==> config.mk <==
export PLATFORM = sky130hd
export DESIGN_NAME = dbg_brk_pc_sel
export DESIGN_NICKNAME = d
export VERILOG_FILES = /design/src/rtl/dbg_brk_pkg.sv /design/src/rtl/brk_pre_path.sv /design/src/rtl/brk_defer_track.sv /design/src/rtl/brk_trap_ctrl.sv /design/src/rtl/dbg_brk_pc_sel.sv
export SDC_FILE = /design/constraint.sdc
export NUM_CORES = 1
export LEC_CHECK = 0
export BUFFER_PORTS_ARGS = -buffer_cell sky130_fd_sc_hd__buf_2
export CORE_MARGIN = 10
export CORE_UTILIZATION = 45
export CTS_BUF_LIST = sky130_fd_sc_hd__clkbuf_16
export CTS_CLUSTER_SIZE = 28
export DETAILED_ROUTE_END_ITERATION = 8
export GPL_TIMING_DRIVEN = 0
export HOLD_SLACK_MARGIN = 0.05
export PLACE_DENSITY = 0.71
export RECOVER_POWER = 50
export SLEW_MARGIN = 20
export SYNTH_ARGS = -nofsm -noshare
export SYNTH_HDL_FRONTEND = slang
export SYNTH_SLANG_ARGS = --single-unit
export TNS_END_PERCENT = 50
==> constraint.sdc <==
create_clock -name clk -period 2.7 [get_ports clk]
set_clock_uncertainty 0.15 [all_clocks]
set_input_delay 0.81 -clock clk [delete_from_list [all_inputs] [get_ports clk]]
set_output_delay 0.81 -clock clk [all_outputs]
set_load 0.05 [all_outputs]
==> src/rtl/dbg_brk_pkg.sv <==
// Package: shared types for the debug break saved-PC selector.
// Assumes: nothing beyond a single clock domain.
package dbg_brk_pkg;

    // Trap controller state: armed and waiting for matches, or holding a raised trap
    typedef enum logic {
        BRK_IDLE    = 1'b0,
        BRK_TRAPPED = 1'b1
    } brk_state_e;

endpackage

==> src/rtl/brk_pre_path.sv <==
// Module: pre-execution break path.
// Decides in the current cycle whether the presented instruction must be
// blocked, and which address goes into the saved PC for such a break.
// Also derives the "instruction executes" strobe used by the deferred path.
// Assumes: a delay slot is always preceded by its delayed branch in the
// executed stream, so the last executed branch address is the right one.
module brk_pre_path #(
    parameter int AW = 32
) (
    input  logic          clk,
    input  logic          rst_n,
    input  logic          active,
    input  logic          in_valid,
    input  logic [AW-1:0] in_pc,
    input  logic          in_dbranch,
    input  logic          in_dslot,
    input  logic          match_pre,
    output logic          pre_fire,
    output logic [AW-1:0] pre_pc,
    output logic          retire
);

    logic [AW-1:0] last_br_q;

    // Blocking decision and execute strobe for the presented instruction
    always_comb begin
        pre_fire = active && in_valid && match_pre;
        retire   = active && in_valid && !match_pre;
        pre_pc   = in_dslot ? last_br_q : in_pc;
    end

    // Remember the address of the latest delayed branch that executed
    always_ff @(posedge clk) begin
        if (!rst_n) begin
            last_br_q <= '0;
        end else if (retire && in_dbranch) begin
            last_br_q <= in_pc;
        end
    end

endmodule

==> src/rtl/brk_defer_track.sv <==
// Module: deferred (post-execution) break tracker.
// Holds breaks that trap at a later instruction boundary: post-execution
// fetch and address-only data matches trap after the matching instruction,
// address-plus-data matches after DATA_LAT further executed instructions.
// A boundary that falls on a delayed branch is moved past its delay slot,
// and the branch target becomes the saved PC.
// Assumes: DATA_LAT >= 1; flush clears everything at once.
module brk_defer_track #(
    parameter int AW       = 32,
    parameter int DATA_LAT = 1
) (
    input  logic          clk,
    input  logic          rst_n,
    input  logic          retire,
    input  logic          flush,
    input  logic          in_dbranch,
    input  logic [AW-1:0] in_next_pc,
    input  logic [AW-1:0] in_target,
    input  logic          match_post,
    input  logic          match_dadr,
    input  logic          match_dval,
    output logic          defer_fire,
    output logic [AW-1:0] defer_pc
);

    localparam int CW = (DATA_LAT > 1) ? $clog2(DATA_LAT) : 1;

    logic          armed_q;
    logic [CW-1:0] cnt_q;
    logic          wait_q;
    logic [AW-1:0] tgt_q;
    logic          due;
    logic          slot_done;

    // Is a trap boundary reached by the instruction executing now
    always_comb begin
        due        = retire && !wait_q &&
                     ((armed_q && cnt_q == '0) || match_post || match_dadr);
        slot_done  = retire && wait_q;
        defer_fire = slot_done || (due && !in_dbranch);
        defer_pc   = slot_done ? tgt_q : in_next_pc;
    end

    // Advance the latency window and the delay-slot wait on executed instructions
    always_ff @(posedge clk) begin
        if (!rst_n) begin
            armed_q <= 1'b0;
            cnt_q   <= '0;
            wait_q  <= 1'b0;
            tgt_q   <= '0;
        end else if (flush || defer_fire) begin
            armed_q <= 1'b0;
            cnt_q   <= '0;
            wait_q  <= 1'b0;
        end else if (retire) begin
            if (due) begin
                wait_q  <= 1'b1;
                tgt_q   <= in_target;
                armed_q <= 1'b0;
            end else if (armed_q) begin
                cnt_q <= cnt_q - 1'b1;
            end else if (match_dval) begin
                armed_q <= 1'b1;
                cnt_q   <= CW'(DATA_LAT - 1);
            end
        end
    end

endmodule

==> src/rtl/brk_trap_ctrl.sv <==
// Module: trap controller.
// Turns a break decision into a one-cycle trap pulse, latches the saved PC,
// and then ignores further breaks until the core acknowledges the trap.
// Assumes: pre-execution breaks are given priority over deferred ones.
module brk_trap_ctrl
    import dbg_brk_pkg::*;
#(
    parameter int AW = 32
) (
    input  logic          clk,
    input  logic          rst_n,
    input  logic          pre_fire,
    input  logic [AW-1:0] pre_pc,
    input  logic          defer_fire,
    input  logic [AW-1:0] defer_pc,
    input  logic          trap_ack,
    output logic          active,
    output logic          trap_req,
    output logic [AW-1:0] saved_pc
);

    brk_state_e state_q;

    // Expose whether breaks are being accepted
    always_comb begin
        active = (state_q == BRK_IDLE);
    end

    // Raise the trap, capture the saved PC, wait for acknowledge
    always_ff @(posedge clk) begin
        if (!rst_n) begin
            state_q  <= BRK_IDLE;
            trap_req <= 1'b0;
            saved_pc <= '0;
        end else begin
            trap_req <= 1'b0;
            case (state_q)
                BRK_IDLE: begin
                    if (pre_fire) begin
                        trap_req <= 1'b1;
                        saved_pc <= pre_pc;
                        state_q  <= BRK_TRAPPED;
                    end else if (defer_fire) begin
                        trap_req <= 1'b1;
                        saved_pc <= defer_pc;
                        state_q  <= BRK_TRAPPED;
                    end
                end
                BRK_TRAPPED: begin
                    if (trap_ack) begin
                        state_q <= BRK_IDLE;
                    end
                end
                default: state_q <= BRK_IDLE;
            endcase
        end
    end

endmodule

==> src/rtl/dbg_brk_pc_sel.sv <==
// Module: debug break saved-PC selector, top level.
// Combines the pre-execution path, the deferred tracker and the trap
// controller. suppress is combinational on the presented instruction;
// trap_req and saved_pc are registered and appear one cycle after the
// deciding instruction.
// Assumes: one instruction slot per cycle, qualified by in_valid.
module dbg_brk_pc_sel #(
    parameter int AW       = 32,
    parameter int DATA_LAT = 1
) (
    input  logic          clk,
    input  logic          rst_n,
    input  logic          in_valid,
    input  logic [AW-1:0] in_pc,
    input  logic [AW-1:0] in_next_pc,
    input  logic          in_dbranch,
    input  logic          in_dslot,
    input  logic [AW-1:0] in_target,
    input  logic          match_pre,
    input  logic          match_post,
    input  logic          match_dadr,
    input  logic          match_dval,
    input  logic          trap_ack,
    output logic          trap_req,
    output logic          suppress,
    output logic [AW-1:0] saved_pc
);

    logic          active;
    logic          pre_fire;
    logic [AW-1:0] pre_pc;
    logic          retire;
    logic          defer_fire;
    logic [AW-1:0] defer_pc;

    brk_pre_path #(.AW(AW)) u_pre (
        .clk        (clk),
        .rst_n      (rst_n),
        .active     (active),
        .in_valid   (in_valid),
        .in_pc      (in_pc),
        .in_dbranch (in_dbranch),
        .in_dslot   (in_dslot),
        .match_pre  (match_pre),
        .pre_fire   (pre_fire),
        .pre_pc     (pre_pc),
        .retire     (retire)
    );

    brk_defer_track #(.AW(AW), .DATA_LAT(DATA_LAT)) u_defer (
        .clk        (clk),
        .rst_n      (rst_n),
        .retire     (retire),
        .flush      (pre_fire),
        .in_dbranch (in_dbranch),
        .in_next_pc (in_next_pc),
        .in_target  (in_target),
        .match_post (match_post),
        .match_dadr (match_dadr),
        .match_dval (match_dval),
        .defer_fire (defer_fire),
        .defer_pc   (defer_pc)
    );

    brk_trap_ctrl #(.AW(AW)) u_ctrl (
        .clk        (clk),
        .rst_n      (rst_n),
        .pre_fire   (pre_fire),
        .pre_pc     (pre_pc),
        .defer_fire (defer_fire),
        .defer_pc   (defer_pc),
        .trap_ack   (trap_ack),
        .active     (active),
        .trap_req   (trap_req),
        .saved_pc   (saved_pc)
    );

    // Block the presented instruction on a pre-execution break
    always_comb begin
        suppress = pre_fire;
    end

endmodule

==> flow_metrics.py <==
metrics = {
    "status": {
        "status": "completed",
    },
    "placement": {
        "place_area_sq_um": 5480,
        "io_buffers": 138,
        "hpwlAfterDp_mm": 10.9,
        "dpl_worst_slack_ns": -0.338,
        "place_congestion": 0.835,
    },
    "timing": {
        "maxSlewHeadroom": 0.473,
        "setup_slack_ns": 0.0671,
        "maxSlewViolCount": 0,
        "finalHoldViolCount": 0,
        "fin_crit_sh": 0.975,
        "rsz0062_at_grt": "false",
        "post-route-min-period_ns": 2.63,
        "fmaxAchievable_mhz": 380,
        "setup_viol": 0,
        "worst_pin_slew_ns": 0.790,
    },
    "setup_path": {
        "slowest_delay_ns": 0.17,
        "crit_slowest_cell": "buf_6",
        "crit_path_cell_trace": "buf_2 -> nor2b_1 -> buf_4 -> and2_1 -> buf_6 -> buf_6",
        "crit_arrival_ns": 1.67,
        "reg2reg_slack_ns": 0.48,
        "crit_buf_inv": 4,
        "path_common_cell": "buf_6",
        "startpoint_type": "input pin",
        "end_kind": "output port",
        "crit_fanout": 15,
        "crit_required_ns": 1.74,
        "crit_family": "buffers and inverters",
        "crit_type": "in -> out",
    },
    "grt": {
        "grt_pass1_wl_mm": 21.3,
        "grtUsageTotal": 0.183,
        "grt-ovfl-total": 0,
        "antenna_found_initial": 0,
        "grt_max_degree": 18,
        "grt_pass1_vias": 4027,
    },
    "layout": {
        "final_cell_mix": "buf_2, dfxtp_1, nand2_1",
        "mostFrequentLayoutCell": "buf_2",
        "stdcell_area_sq_um": 5740,
        "syn_to_final_growth_pct": 24.2,
        "nNetsFinal": 734,
        "drive_gt1_frac": 0.256,
        "diodes": 0,
        "n_fill_cell": 919,
    },
    "floorplanning": {
        "initial_core_util": 0.466,
        "row_count": 36,
        "fp.dieW_microns": 121,
        "pin_count": 140,
        "die-area_sq_um": 14700,
        "core_region_area_sq_um": 9910,
        "die_h_microns": 121,
    },
    "cts": {
        "holdBufCountCts": 0,
        "clock_latency_ns": 0.34,
        "clock_path_buffers": 2,
        "cts_root_buf": "clkbuf_16",
        "clk_pin_slew_ns": 0.07,
        "h-tree-depth": 3,
        "cts_tree": "built",
        "cts-buffers-inserted": 9,
        "clock_sinks": 101,
    },
    "pwr": {
        "switching_share": 0.284,
        "p_int_w": 0.00252,
        "power.density_nw_per_um2": 613,
        "peakVddDrop_mv": 0.300,
        "p_switching_w": 0.00100,
        "p_leak_nw": 2.35,
        "power_frac_comb": 0.176,
        "seq_power_share": 0.454,
        "power.share.clock": 0.370,
    },
    "drt": {
        "ant_nets": 0,
        "via_per_inst": 5.26,
        "via_count": 4026,
        "first_iter_violations": 230,
        "route.detailed.drc": 0,
        "wl_per_cell_microns": 18.1,
        "finalWirelength_mm": 13.8,
        "dr.pass1.iters": 5,
    },
    "yosys": {
        "syn_avg_cell_area_sq_um": 9.67,
        "syn_area_sq_um": 4620,
        "ys_top_cells_by_area": "dfxtp_1, mux2i_1, nand2_1",
        "ys_seq_area_frac": 0.438,
        "yosysTopAreaCellShare": 0.438,
        "synth_cells": 478,
        "ys_ff_latch": 101,
        "ys_warn_count": 0,
        "ys_types": 29,
        "yosysTopAreaCell": "dfxtp_1",
        "synth_fp_nets": 584,
    },
    "job": {
        "max_cap_violations": 0,
    },
    "min_path": {
        "hp-class": "reg -> reg",
    },
}
[state kept, by name (all words and copies together), names as in the netlist]
name             cells
u_defer.cnt_q        1
u_defer.armed_q      1
u_ctrl.saved_pc     32
u_ctrl.trap_req      1
u_defer.tgt_q       32
u_pre.last_br_q     32
u_ctrl.state_q       1
u_defer.wait_q       1
[power groups by stage]
stage | logic (W) | registers, W | clock network, W
3_5_place_dp | 0.000629 | 0.00163 | 0
2_1_floorplan | 0.000288 | 0.00175 | 0
3_3_place_gp | 0.000619 | 0.00163 | 0
5_1_grt | 0.000665 | 0.00160 | 0.00138
6_report | 0.000620 | 0.00160 | 0.00130
4_1_cts | 0.000631 | 0.00160 | 0.00132
[per-layer routing]
metal,vias to the layer above,part of all wire,GRT usage,routed length [microns]
met5,-,0,0,0
met4,0,0.015,0.0484,201
met3,17,0.064,0.0428,880
met2,121,0.48,0.301,6620
met1,1884,0.44,0.233,6130
li1,2004,-,-,-
[area by class of cell]
cell class                 count  area [sq um]  share of cell area
buffer                        39           213              0.0371
multi-input combinational    336          2360               0.412
tap                          133           166              0.0290
sequential                   101          2020               0.352
clock inverter                 7          71.3              0.0124
timing repair buffer         141           677               0.118
clock buffer                   9           225              0.0392
[final timing paths]
path / from / endpoint / cells past startpoint
min: u_pre.last_br_q[28] / u_pre.last_br_q[28] / 2
max reg2reg: u_ctrl.state_q / u_ctrl.saved_pc[24] / 8
max: in_valid / suppress / 6
min reg2reg: u_pre.last_br_q[28] / u_pre.last_br_q[28] / 2
[Yosys cell counts, drive strengths merged]
library cell,number
dfxtp,101
nand2,90
mux2i,64
a21boi,33
nor2b,33
a32o,32
o22a,25
clkbuf,24
buf,17
nor2,15
a21oi,10
nor3b,10
o21bai,6
nand2b,4
and2,3
a211oi,2
o21ai,2
or2,2
nand4bb,1
nor4,1
o211a,1
o21a,1
o32a,1
[stage by stage]
step           power, W  cells  setup TNS, ns   util  hold slack (ns)
2_1_floorplan   0.00204    478              0      -            0.285
6_report        0.00352    766              0  0.579            0.304
3_5_place_dp    0.00226    749         -0.522  0.553            0.295
3_3_place_gp    0.00225    749         -0.340  0.553            0.289
5_1_grt         0.00365    766              0  0.579            0.328
4_1_cts         0.00355    763              0  0.583            0.305
[timing repair]
| item | CTS | global route |
|---|---|---|
| resized for setup | 4 | 1 |
| pin swaps | 0 | 0 |
| setup buffers | 0 | 3 |
| hold endpoints to repair | 0 | 0 |
| setup endpoints to repair | 1 | 1 |
[worst min-delay path: stages, from the launching register on]
cell and delay [ns]:
dfxtp_1 0.31, nand2_1 0.05, a21boi_1 0.05
[cells by family after synthesis]
group,Yosys count,synth area share
AND/OR/NAND/NOR,159,0.165
flip-flops,101,0.438
multiplexers,64,0.139
buffers and inverters,41,0.0474
AO/OA/AOI/OAI,113,0.211
No activity file was read; power rests on OpenSTA's default activity.
